File: src/rtl/msi_queue_ctrl.sv
module msi_queue_ctrl #(
  parameter int OFF_W = 18,
  parameter int MIN_SHIFT = 15
) (
  input  logic         clk,
  input  logic         rst_n,
  input  logic [2:0]   reg_addr,
  input  logic         reg_wr,
  input  logic [31:0]  reg_wdata,
  output logic [31:0]  reg_rdata,
  input  logic         msi_valid,
  input  logic [31:0]  msi_data,
  output logic         mem_req,
  output logic [63:0]  mem_addr,
  output logic [127:0] mem_data,
  input  logic         mem_ack,
  output logic         irq
);
  localparam logic [2:0] SEL_CTRL = 3'd0;
  localparam logic [2:0] SEL_BHI  = 3'd3;
  localparam logic [2:0] SEL_BLO  = 3'd4;
  localparam logic [2:0] SEL_ROFF = 3'd5;
  localparam logic [2:0] SEL_WOFF = 3'd6;
  localparam logic [OFF_W-1:0] STEP = OFF_W'(16);
  localparam logic [OFF_W-1:0] ONE  = OFF_W'(1);

  logic              en_q, fen_q, ien_q, sen_q, sticky_q;
  logic [1:0]        size_q;
  logic [31:0]       base_hi_q;
  logic [27:0]       base_lo_q;
  logic [OFF_W-1:0]  roff_q, woff_q;
  logic              req_q;
  logic [63:0]       addr_q;
  logic [15:0]       rec_q;

  logic [OFF_W-1:0]  off_mask, roff_m, woff_m, woff_nx;
  logic              full, nonempty, idle_msg, accept, drop_full;

  assign off_mask = ((ONE << (MIN_SHIFT + int'(size_q))) - ONE) & ~OFF_W'(15);
  assign roff_m   = roff_q & off_mask;
  assign woff_m   = woff_q & off_mask;
  assign woff_nx  = (woff_m + STEP) & off_mask;
  assign full     = (woff_nx == roff_m);
  assign nonempty = (roff_m != woff_m);

  assign idle_msg  = msi_valid && en_q && !req_q;
  assign accept    = idle_msg && !(sen_q && full);
  assign drop_full = idle_msg && sen_q && full;

  assign irq      = en_q && ((ien_q && nonempty) || (fen_q && full));
  assign mem_req  = req_q;
  assign mem_addr = addr_q;
  assign mem_data = {112'd0, rec_q};

  always_comb begin
    reg_rdata = 32'd0;
    case (reg_addr)
      SEL_CTRL: reg_rdata = {15'd0, sticky_q, 6'd0, size_q, 3'd0, sen_q, ien_q, 1'b0, fen_q, en_q};
      SEL_BHI:  reg_rdata = base_hi_q;
      SEL_BLO:  reg_rdata = {base_lo_q, 4'd0};
      SEL_ROFF: reg_rdata = 32'(roff_m);
      SEL_WOFF: reg_rdata = 32'(woff_m);
      default:  reg_rdata = 32'd0;
    endcase
  end

  always_ff @(posedge clk) begin
    if (!rst_n) begin
      en_q <= 1'b0; fen_q <= 1'b0; ien_q <= 1'b0; sen_q <= 1'b0;
      size_q <= 2'd0; sticky_q <= 1'b0;
      base_hi_q <= 32'd0; base_lo_q <= 28'd0;
      roff_q <= '0; woff_q <= '0;
    end else begin
      if (reg_wr) begin
        case (reg_addr)
          SEL_CTRL: begin
            en_q   <= reg_wdata[0];
            fen_q  <= reg_wdata[1];
            ien_q  <= reg_wdata[3];
            sen_q  <= reg_wdata[4];
            size_q <= reg_wdata[9:8];
            if (reg_wdata[16]) sticky_q <= 1'b0;
          end
          SEL_BHI:  base_hi_q <= reg_wdata;
          SEL_BLO:  base_lo_q <= reg_wdata[31:4];
          SEL_ROFF: roff_q <= reg_wdata[OFF_W-1:0] & off_mask;
          SEL_WOFF: woff_q <= reg_wdata[OFF_W-1:0] & off_mask;
          default: ;
        endcase
      end
      if (drop_full) sticky_q <= 1'b1;
      if (req_q && mem_ack) woff_q <= woff_nx;
    end
  end

  always_ff @(posedge clk) begin
    if (!rst_n) begin
      req_q  <= 1'b0;
      addr_q <= 64'd0;
      rec_q  <= 16'd0;
    end else if (accept) begin
      req_q  <= 1'b1;
      addr_q <= {base_hi_q, base_lo_q, 4'd0} + 64'(woff_m);
      rec_q  <= msi_data[15:0];
    end else if (req_q && mem_ack) begin
      req_q <= 1'b0;
    end
  end
endmodule

File: config.mk
export PLATFORM = sky130hd
export DESIGN_NAME = msi_queue_ctrl
export DESIGN_NICKNAME = d
export VERILOG_FILES = /design/src/rtl/msi_queue_ctrl.sv
export SDC_FILE = /design/constraint.sdc
export NUM_CORES = 1
export LEC_CHECK = 0
export BUFFER_PORTS_ARGS = -buffer_cell sky130_fd_sc_hd__buf_2
export CORE_UTILIZATION = 54
export CTS_CLUSTER_DIAMETER = 200
export DETAILED_ROUTE_END_ITERATION = 6
export HOLD_SLACK_MARGIN = 0.06
export PLACE_DENSITY = 0.82
export RECOVER_POWER = 25
export SLEW_MARGIN = 5
export SYNTH_ARGS = -nofsm -noshare
export SYNTH_HDL_FRONTEND = slang
export SYNTH_SLANG_ARGS = --single-unit
File: constraint.sdc
create_clock -name clk -period 4.56 [get_ports clk]
set_clock_uncertainty 0.1 [all_clocks]
set_input_delay 0 -clock clk [delete_from_list [all_inputs] [get_ports clk]]
set_output_delay 0 -clock clk [all_outputs]
set_load 0.01 [all_outputs]
== Yosys cells after proc, flatten, opt, wreduce, memory -nomap -nowiden ==
Cells that the tools add are included.

* Register bits after elaboration: 184
* Bits of input ports: 72
* Output and inout port bits: 226

* $add $sub $neg: 4
* Equality and inequality tests: 6
* Shift-type cells: 1
* Muxes and demuxes: 10
* Bitwise logic cells: 4
* Reductions and logical operators: 26

{| class="wikitable"
|+ Operators with widths
! operator !! number
|-
| $pmux 32 s5 || 1
|-
| $and 18x18->18 || 4
|-
| $add 64x18->64 || 1
|-
| $mux 18 || 3
|-
| $add 18x5->18 const B || 1
|-
| $eq 18x18->1 || 1
|-
| $ne 18x18->1 || 1
|-
| $shl 1x5->18 const A || 1
|-
| $sub 18x1->18 const B || 1
|-
| $reduce_bool 2->1 || 6
|-
| $logic_and 1x1->1 || 10
|-
| $reduce_and 2->1 || 5
|-
| $eq 3x3->1 const B || 3
|-
| $mux 1 || 6
|-
| $add 4x2->5 const A || 1
|-
| $eq 3x2->1 const B || 1
|-
| $logic_not 3->1 || 1
|-
| $reduce_and 3->1 || 1
|-
| $logic_not 1->1 || 2
|-
| $logic_or 1x1->1 || 1
|}

== Logic depth before layout (Yosys ltp) ==
* Depth after elaboration: 11
* Gate-level depth with buffers: 16
* Depth with buffers taken out: 12

== Least setup slack after synthesis ==
OpenSTA, ideal clock, no wires.

* Kind: register -> register
* Start: register size_q[0]
* End: register addr_q[23] (netlist: mem_addr[23])
* Library setup time: 119 ps
* Arrival: 3623 ps
* Data required time: 4341 ps
* Path slack: 719 ps
* Cell stages (with the launch flop): 17
* Buffers on the path: 4
* Clock period less this slack: 3841 ps
* Path through: dfxtp_1 clkbuf_1 nor2b_1 ha_1 buf_2 buf_1 xnor2_1 and2_1 ha_1 inv_1 a31oi_1 a2111oi_0 clkbuf_1 nor2_1 a31oi_1 nand2_1 o221a_2

* Word-level cells in the longest chain between the ends: 10
* Elaborated cells on any way between the ends: 12
* Classes of those cells: 4 x add/sub; 1 x eq/ne; 1 x shift; 3 x bitwise; 3 x reduce/logical

{| class="wikitable"
|+ RTL lines
! what !! line !! RTL
|-
| from (decl) || 28 || <nowiki>logic [1:0] size_q;</nowiki>
|-
| from (signal assigned) || 81 || <nowiki>size_q <= reg_wdata[9:8];</nowiki>
|-
| $add 4x2->5 * || 39 || <nowiki>assign off_mask = ((ONE << (MIN_SHIFT + int'(size_q))) - ONE) & ~OFF_W'(15);</nowiki>
|-
| $shl 1x5->18 * || 39 ||
|-
| $sub 18x1->18 * || 39 ||
|-
| $and 18x18->18 || 41 || <nowiki>assign woff_m = woff_q & off_mask;</nowiki>
|-
| $add 18x5->18 || 42 || <nowiki>assign woff_nx = (woff_m + STEP) & off_mask;</nowiki>
|-
| $and 18x18->18 || 42 ||
|-
| $eq 18x18->1 || 43 || <nowiki>assign full = (woff_nx == roff_m);</nowiki>
|-
| $logic_and 1x1->1 || 47 || <nowiki>assign accept = idle_msg && !(sen_q && full);</nowiki>
|-
| $logic_not 1->1 || 47 ||
|-
| $logic_and 1x1->1 || 47 ||
|-
| to (signal assigned) || 103 || <nowiki>addr_q <= {base_hi_q, base_lo_q, 4'd0} + 64'(woff_m);</nowiki>
|-
| to (decl) || 33 || <nowiki>logic [63:0] addr_q;</nowiki>
|}

Mark *: on every way between the ends. The rest lies on a longest branch, timed or not.
A chain may end at the register's enable or synchronous reset.

== Worst setup path in the final report ==
* Start: register size_q[1]
* End: register addr_q[23] (netlist: mem_addr[23])

The elaborated chain is that of the path after synthesis.

==> impl_metrics.xml <==
<?xml version="1.0" encoding="UTF-8"?>
<metrics>
  <group name="status">
    <metric name="run_status" unit="">finished with violations</metric>
    <metric name="failing_checks" unit="">DRC</metric>
  </group>
  <group name="route">
    <metric name="detail_route.iter0.violations" unit="">1100</metric>
    <metric name="final_antenna_net_count" unit="">0</metric>
    <metric name="via_density_per_instance" unit="">5.76</metric>
    <metric name="route.detailed.drc" unit="">1</metric>
    <metric name="routed_wirelength" unit="um">33100</metric>
    <metric name="detailroute.via_count" unit="">10500</metric>
    <metric name="routedWlPerCell" unit="um">18.2</metric>
    <metric name="first_pass_iters" unit="">7</metric>
  </group>
  <group name="yosys">
    <metric name="synth_area" unit="sq um">10800</metric>
    <metric name="synth_async_sr_flop_share" unit="%">0</metric>
    <metric name="post-synth-top-area-cell" unit="">sky130_fd_sc_hd__dfxtp_1</metric>
    <metric name="synth_enable_flop_cells" unit="">0</metric>
    <metric name="synthDominantCellAreaShare" unit="%">31.8</metric>
    <metric name="postSynth.topFlopCell" unit="">sky130_fd_sc_hd__dfxtp_1</metric>
    <metric name="synth-warning-count" unit="">0</metric>
    <metric name="yosysUniqueCellTypes" unit="">77</metric>
    <metric name="netlist_instances" unit="">1379</metric>
    <metric name="synth_register_bits" unit="">172</metric>
    <metric name="yosys-top-cells-area" unit="">sky130_fd_sc_hd__dfxtp_1, sky130_fd_sc_hd__nand2_1, sky130_fd_sc_hd__buf_4</metric>
    <metric name="postSynthAreaPerCell" unit="sq um">7.86</metric>
    <metric name="synth.yosys.seq_area_share" unit="%">31.8</metric>
  </group>
  <group name="sta">
    <metric name="clock.fmax" unit="GHz">0.237</metric>
    <metric name="grt_setup_unrepaired" unit="">no</metric>
    <metric name="final.setup.worst_slack" unit="ps">347</metric>
    <metric name="hold_viol_final" unit="">0</metric>
    <metric name="layout_worst_path_cycle_share" unit="%">92.4</metric>
    <metric name="max-slew-margin-rel" unit="%">21.1</metric>
    <metric name="max_slew_violation_total_from_the_final_report" unit="">0</metric>
    <metric name="worst-slew-pin-transition" unit="ps">1180</metric>
    <metric name="setup-tns-final" unit="ps">0</metric>
    <metric name="finalSetupViolCount" unit="">0</metric>
    <metric name="final.min_clock_period" unit="ps">4210</metric>
  </group>
  <group name="critical_path">
    <metric name="worstPathCellList" unit="">nor2_1 -&gt; ha_1 -&gt; nor2b_1 -&gt; ha_1 -&gt; nand4_1 -&gt; a31oi_1 -&gt; a2111oi_2 -&gt; buf_4 -&gt; nor2_1 -&gt; a31oi_1 -&gt; nand2_1 -&gt; o221a_2</metric>
    <metric name="critical_path.max_stage_delay" unit="ps">780</metric>
    <metric name="critical-path-slowest-cell" unit="">sky130_fd_sc_hd__a2111oi_2</metric>
    <metric name="r2r-end" unit="">mem_addr[23]</metric>
    <metric name="r2r_start" unit="">size_q[1]</metric>
    <metric name="critical_path.endpoint_type" unit="">flop</metric>
    <metric name="critical_path.max_fanout" unit="">13</metric>
    <metric name="worst_ep_required_time" unit="ps">4780</metric>
    <metric name="ff_to_ff_setup_slack" unit="ps">350</metric>
    <metric name="cp-start-kind" unit="">flop</metric>
    <metric name="worstPathArrival" unit="ps">4440</metric>
    <metric name="worst-r2r-cell-count" unit="">12</metric>
    <metric name="category_of_the_most_critical_setup_path" unit="">flop to flop</metric>
    <metric name="startpoint" unit="">size_q[1]</metric>
  </group>
  <group name="clocking">
    <metric name="cts_setup_buffers" unit="">0</metric>
    <metric name="ctsHoldBuffers" unit="">55</metric>
    <metric name="clk_pin_slew" unit="ps">70</metric>
    <metric name="numCtsBuffers" unit="">17</metric>
    <metric name="max-clock-path-buffers" unit="">2</metric>
    <metric name="htree_levels" unit="">4</metric>
    <metric name="cts_repair_resize_count" unit="">0</metric>
    <metric name="cts.root.buffer_cell" unit="">sky130_fd_sc_hd__clkbuf_16</metric>
    <metric name="clk_latency" unit="ps">430</metric>
    <metric name="clock_sinks" unit="">172</metric>
    <metric name="tritoncts" unit="">done</metric>
  </group>
  <group name="global_routing">
    <metric name="grt_max_degree" unit="">97</metric>
    <metric name="antenna_found_initial" unit="">1</metric>
    <metric name="global_route.overflow_total" unit="">0</metric>
    <metric name="gr-usage-all-layers" unit="%">31.5</metric>
    <metric name="first_global_vias" unit="">9316</metric>
    <metric name="grt_first_pass_wirelength" unit="um">50300</metric>
  </group>
  <group name="pwr">
    <metric name="cellLeakagePower" unit="nW">5.03</metric>
    <metric name="irDropWorstVdd" unit="mV">0.250</metric>
    <metric name="powerDensity" unit="nW/um^2">274</metric>
    <metric name="overall_power" unit="mW">3.40</metric>
  </group>
  <group name="die">
    <metric name="floorplan.initialDensity" unit="%">55.3</metric>
    <metric name="total_die_area" unit="sq um">20600</metric>
    <metric name="die_width" unit="um">144</metric>
    <metric name="core_area" unit="sq um">19600</metric>
    <metric name="rows" unit="">51</metric>
    <metric name="fp.dieH" unit="um">144</metric>
    <metric name="ioPinCount" unit="">298</metric>
  </group>
  <group name="min_path">
    <metric name="holdCritStartpoint" unit="">msi_valid</metric>
    <metric name="min_delay_worst_endpoint" unit="">mem_addr[28]</metric>
    <metric name="hold_path_depth" unit="">6</metric>
    <metric name="hold_class" unit="">input pin to flop</metric>
  </group>
  <group name="place">
    <metric name="place_ws" unit="ps">436</metric>
    <metric name="instance_count_after_placement_with_tap_cells_included" unit="">1730</metric>
    <metric name="numPortBuffers" unit="">165</metric>
    <metric name="routabilityCongestion" unit="">0.958</metric>
    <metric name="post_detail_place_hpwl" unit="um">23300</metric>
  </group>
  <group name="flow_run">
    <metric name="max_cap_violations" unit="">0</metric>
  </group>
  <group name="finish">
    <metric name="drive_above_1_share" unit="%">12.1</metric>
    <metric name="nets" unit="">1629</metric>
    <metric name="fin_cells" unit="">1817</metric>
    <metric name="num_antenna_cells" unit="">0</metric>
    <metric name="layout-area-overhead-vs-synth" unit="%">14.3</metric>
    <metric name="layout_utilization" unit="%">63.2</metric>
  </group>
</metrics>
==> through the flow <==
stage          hold WS (ps)  instance area, sq um
3_5_place_dp            152                 11300
5_1_grt                 170                 12400
2_1_floorplan          36.0                 11300
6_report                140                 12400
3_3_place_gp            150                 11300
4_1_cts                 126                 12500
==> Yosys cell counts (16+ instances only) <==
cell and number:
sky130_fd_sc_hd__ha_1 17, sky130_fd_sc_hd__nand4_1 28, sky130_fd_sc_hd__a21oi_1 111, sky130_fd_sc_hd__mux2i_1 47
sky130_fd_sc_hd__buf_4 121, sky130_fd_sc_hd__xnor2_1 28, sky130_fd_sc_hd__a22oi_1 30, sky130_fd_sc_hd__o21ai_0 21
sky130_fd_sc_hd__clkbuf_1 76, sky130_fd_sc_hd__nand2b_1 35, sky130_fd_sc_hd__xor2_1 45, sky130_fd_sc_hd__nor4_1 16
sky130_fd_sc_hd__nand2_1 265, sky130_fd_sc_hd__nand3_1 35, sky130_fd_sc_hd__a211oi_1 19, sky130_fd_sc_hd__dfxtp_1 172
sky130_fd_sc_hd__and3_1 21, sky130_fd_sc_hd__nor2_1 68
==> area by class of cell <==
cell class	count	area, sq um
Multi-Input combinational cell	1087	6440
Tap cell	265	332
Fill cell	1788	7200
Timing Repair Buffer	247	1500
Clock inverter	9	110
Inverter	14	53.8
Clock buffer	23	498
Sequential cell	172	3440
==> flip-flops by register name (all words and copies together) (netlist names) <==
signal / cells
base_lo_q: 28
roff_q: 14
sen_q: 1
sticky_q: 1
size_q: 2
mem_addr: 60
en_q: 1
ien_q: 1
mem_req: 1
woff_q: 14
base_hi_q: 32
rec_q: 16
fen_q: 1
==> critical path, delay by kind of cell, from the launching register on <==
| kind | cells | cell delay, ps |
|---|---|---|
| adders and majority gates | 2 | 820 |
| buffers and inverters | 1 | 280 |
| AOI/OAI and AO/OA | 4 | 1330 |
| and+or+nand+nor | 5 | 1020 |
| DFF | 1 | 560 |
==> logic make-up after synthesis <==
| kind of cell | synth area share, % |
|---|---|
| adders and majority gates | 2.15 |
| xor gates and xnor gates | 6.05 |
| buffers and inverters | 12.9 |
| other | 0.0346 |
| and+or+nand+nor | 23.8 |
| DFF | 31.8 |
| muxes | 4.34 |
| AOI/OAI and AO/OA | 19.0 |
==> power by group <==
group	leakage (nW)	internal [mW]	switching, mW
combinational	3.35	0.115	0.223
clock	0.291	0.880	0.619
sequential	1.39	1.53	0.0370
total	5.03	2.52	0.879
==> cell usage in the layout (no fill, tap or decap), types with 19 or more instances in the layout <==
cell type,n
sky130_fd_sc_hd__nand2_1,265
sky130_fd_sc_hd__dfxtp_1,172
sky130_fd_sc_hd__conb_1,116
sky130_fd_sc_hd__a21oi_1,111
sky130_fd_sc_hd__buf_2,95
sky130_fd_sc_hd__clkbuf_1,71
sky130_fd_sc_hd__nor2_1,68
sky130_fd_sc_hd__dlygate4sd3_1,55
sky130_fd_sc_hd__mux2i_1,47
sky130_fd_sc_hd__xor2_1,45
sky130_fd_sc_hd__nand3_1,35
sky130_fd_sc_hd__nand2b_1,35
sky130_fd_sc_hd__a22oi_1,30
sky130_fd_sc_hd__xnor2_1,28
sky130_fd_sc_hd__nand4_1,28
sky130_fd_sc_hd__buf_4,26
sky130_fd_sc_hd__o21ai_0,21
sky130_fd_sc_hd__and3_1,21
sky130_fd_sc_hd__a211oi_1,19
==> layer usage <==
metal | up-vias | GRT usage (%) | share of wire [%]
met5 | - | 0 | 0.039
met4 | 2 | 11.6 | 2.3
met3 | 69 | 5.56 | 9.2
met2 | 561 | 48.5 | 45
met1 | 4907 | 43.9 | 44
li1 | 4929 | - | -
==> worst max-delay path by stage <==
stage / endpoint / slack [ps] / cells after the start
after detailed placement: mem_addr[23] / 440 / 12
final: mem_addr[23] / 350 / 12
after CTS: mem_addr[23] / 400 / 12
after floorplan: mem_addr[23] / 720 / 16
after global placement: mem_addr[23] / 470 / 12
after global routing: mem_addr[50] / 8 / 13
Note: power is estimated with default switching activity, not from simulation.
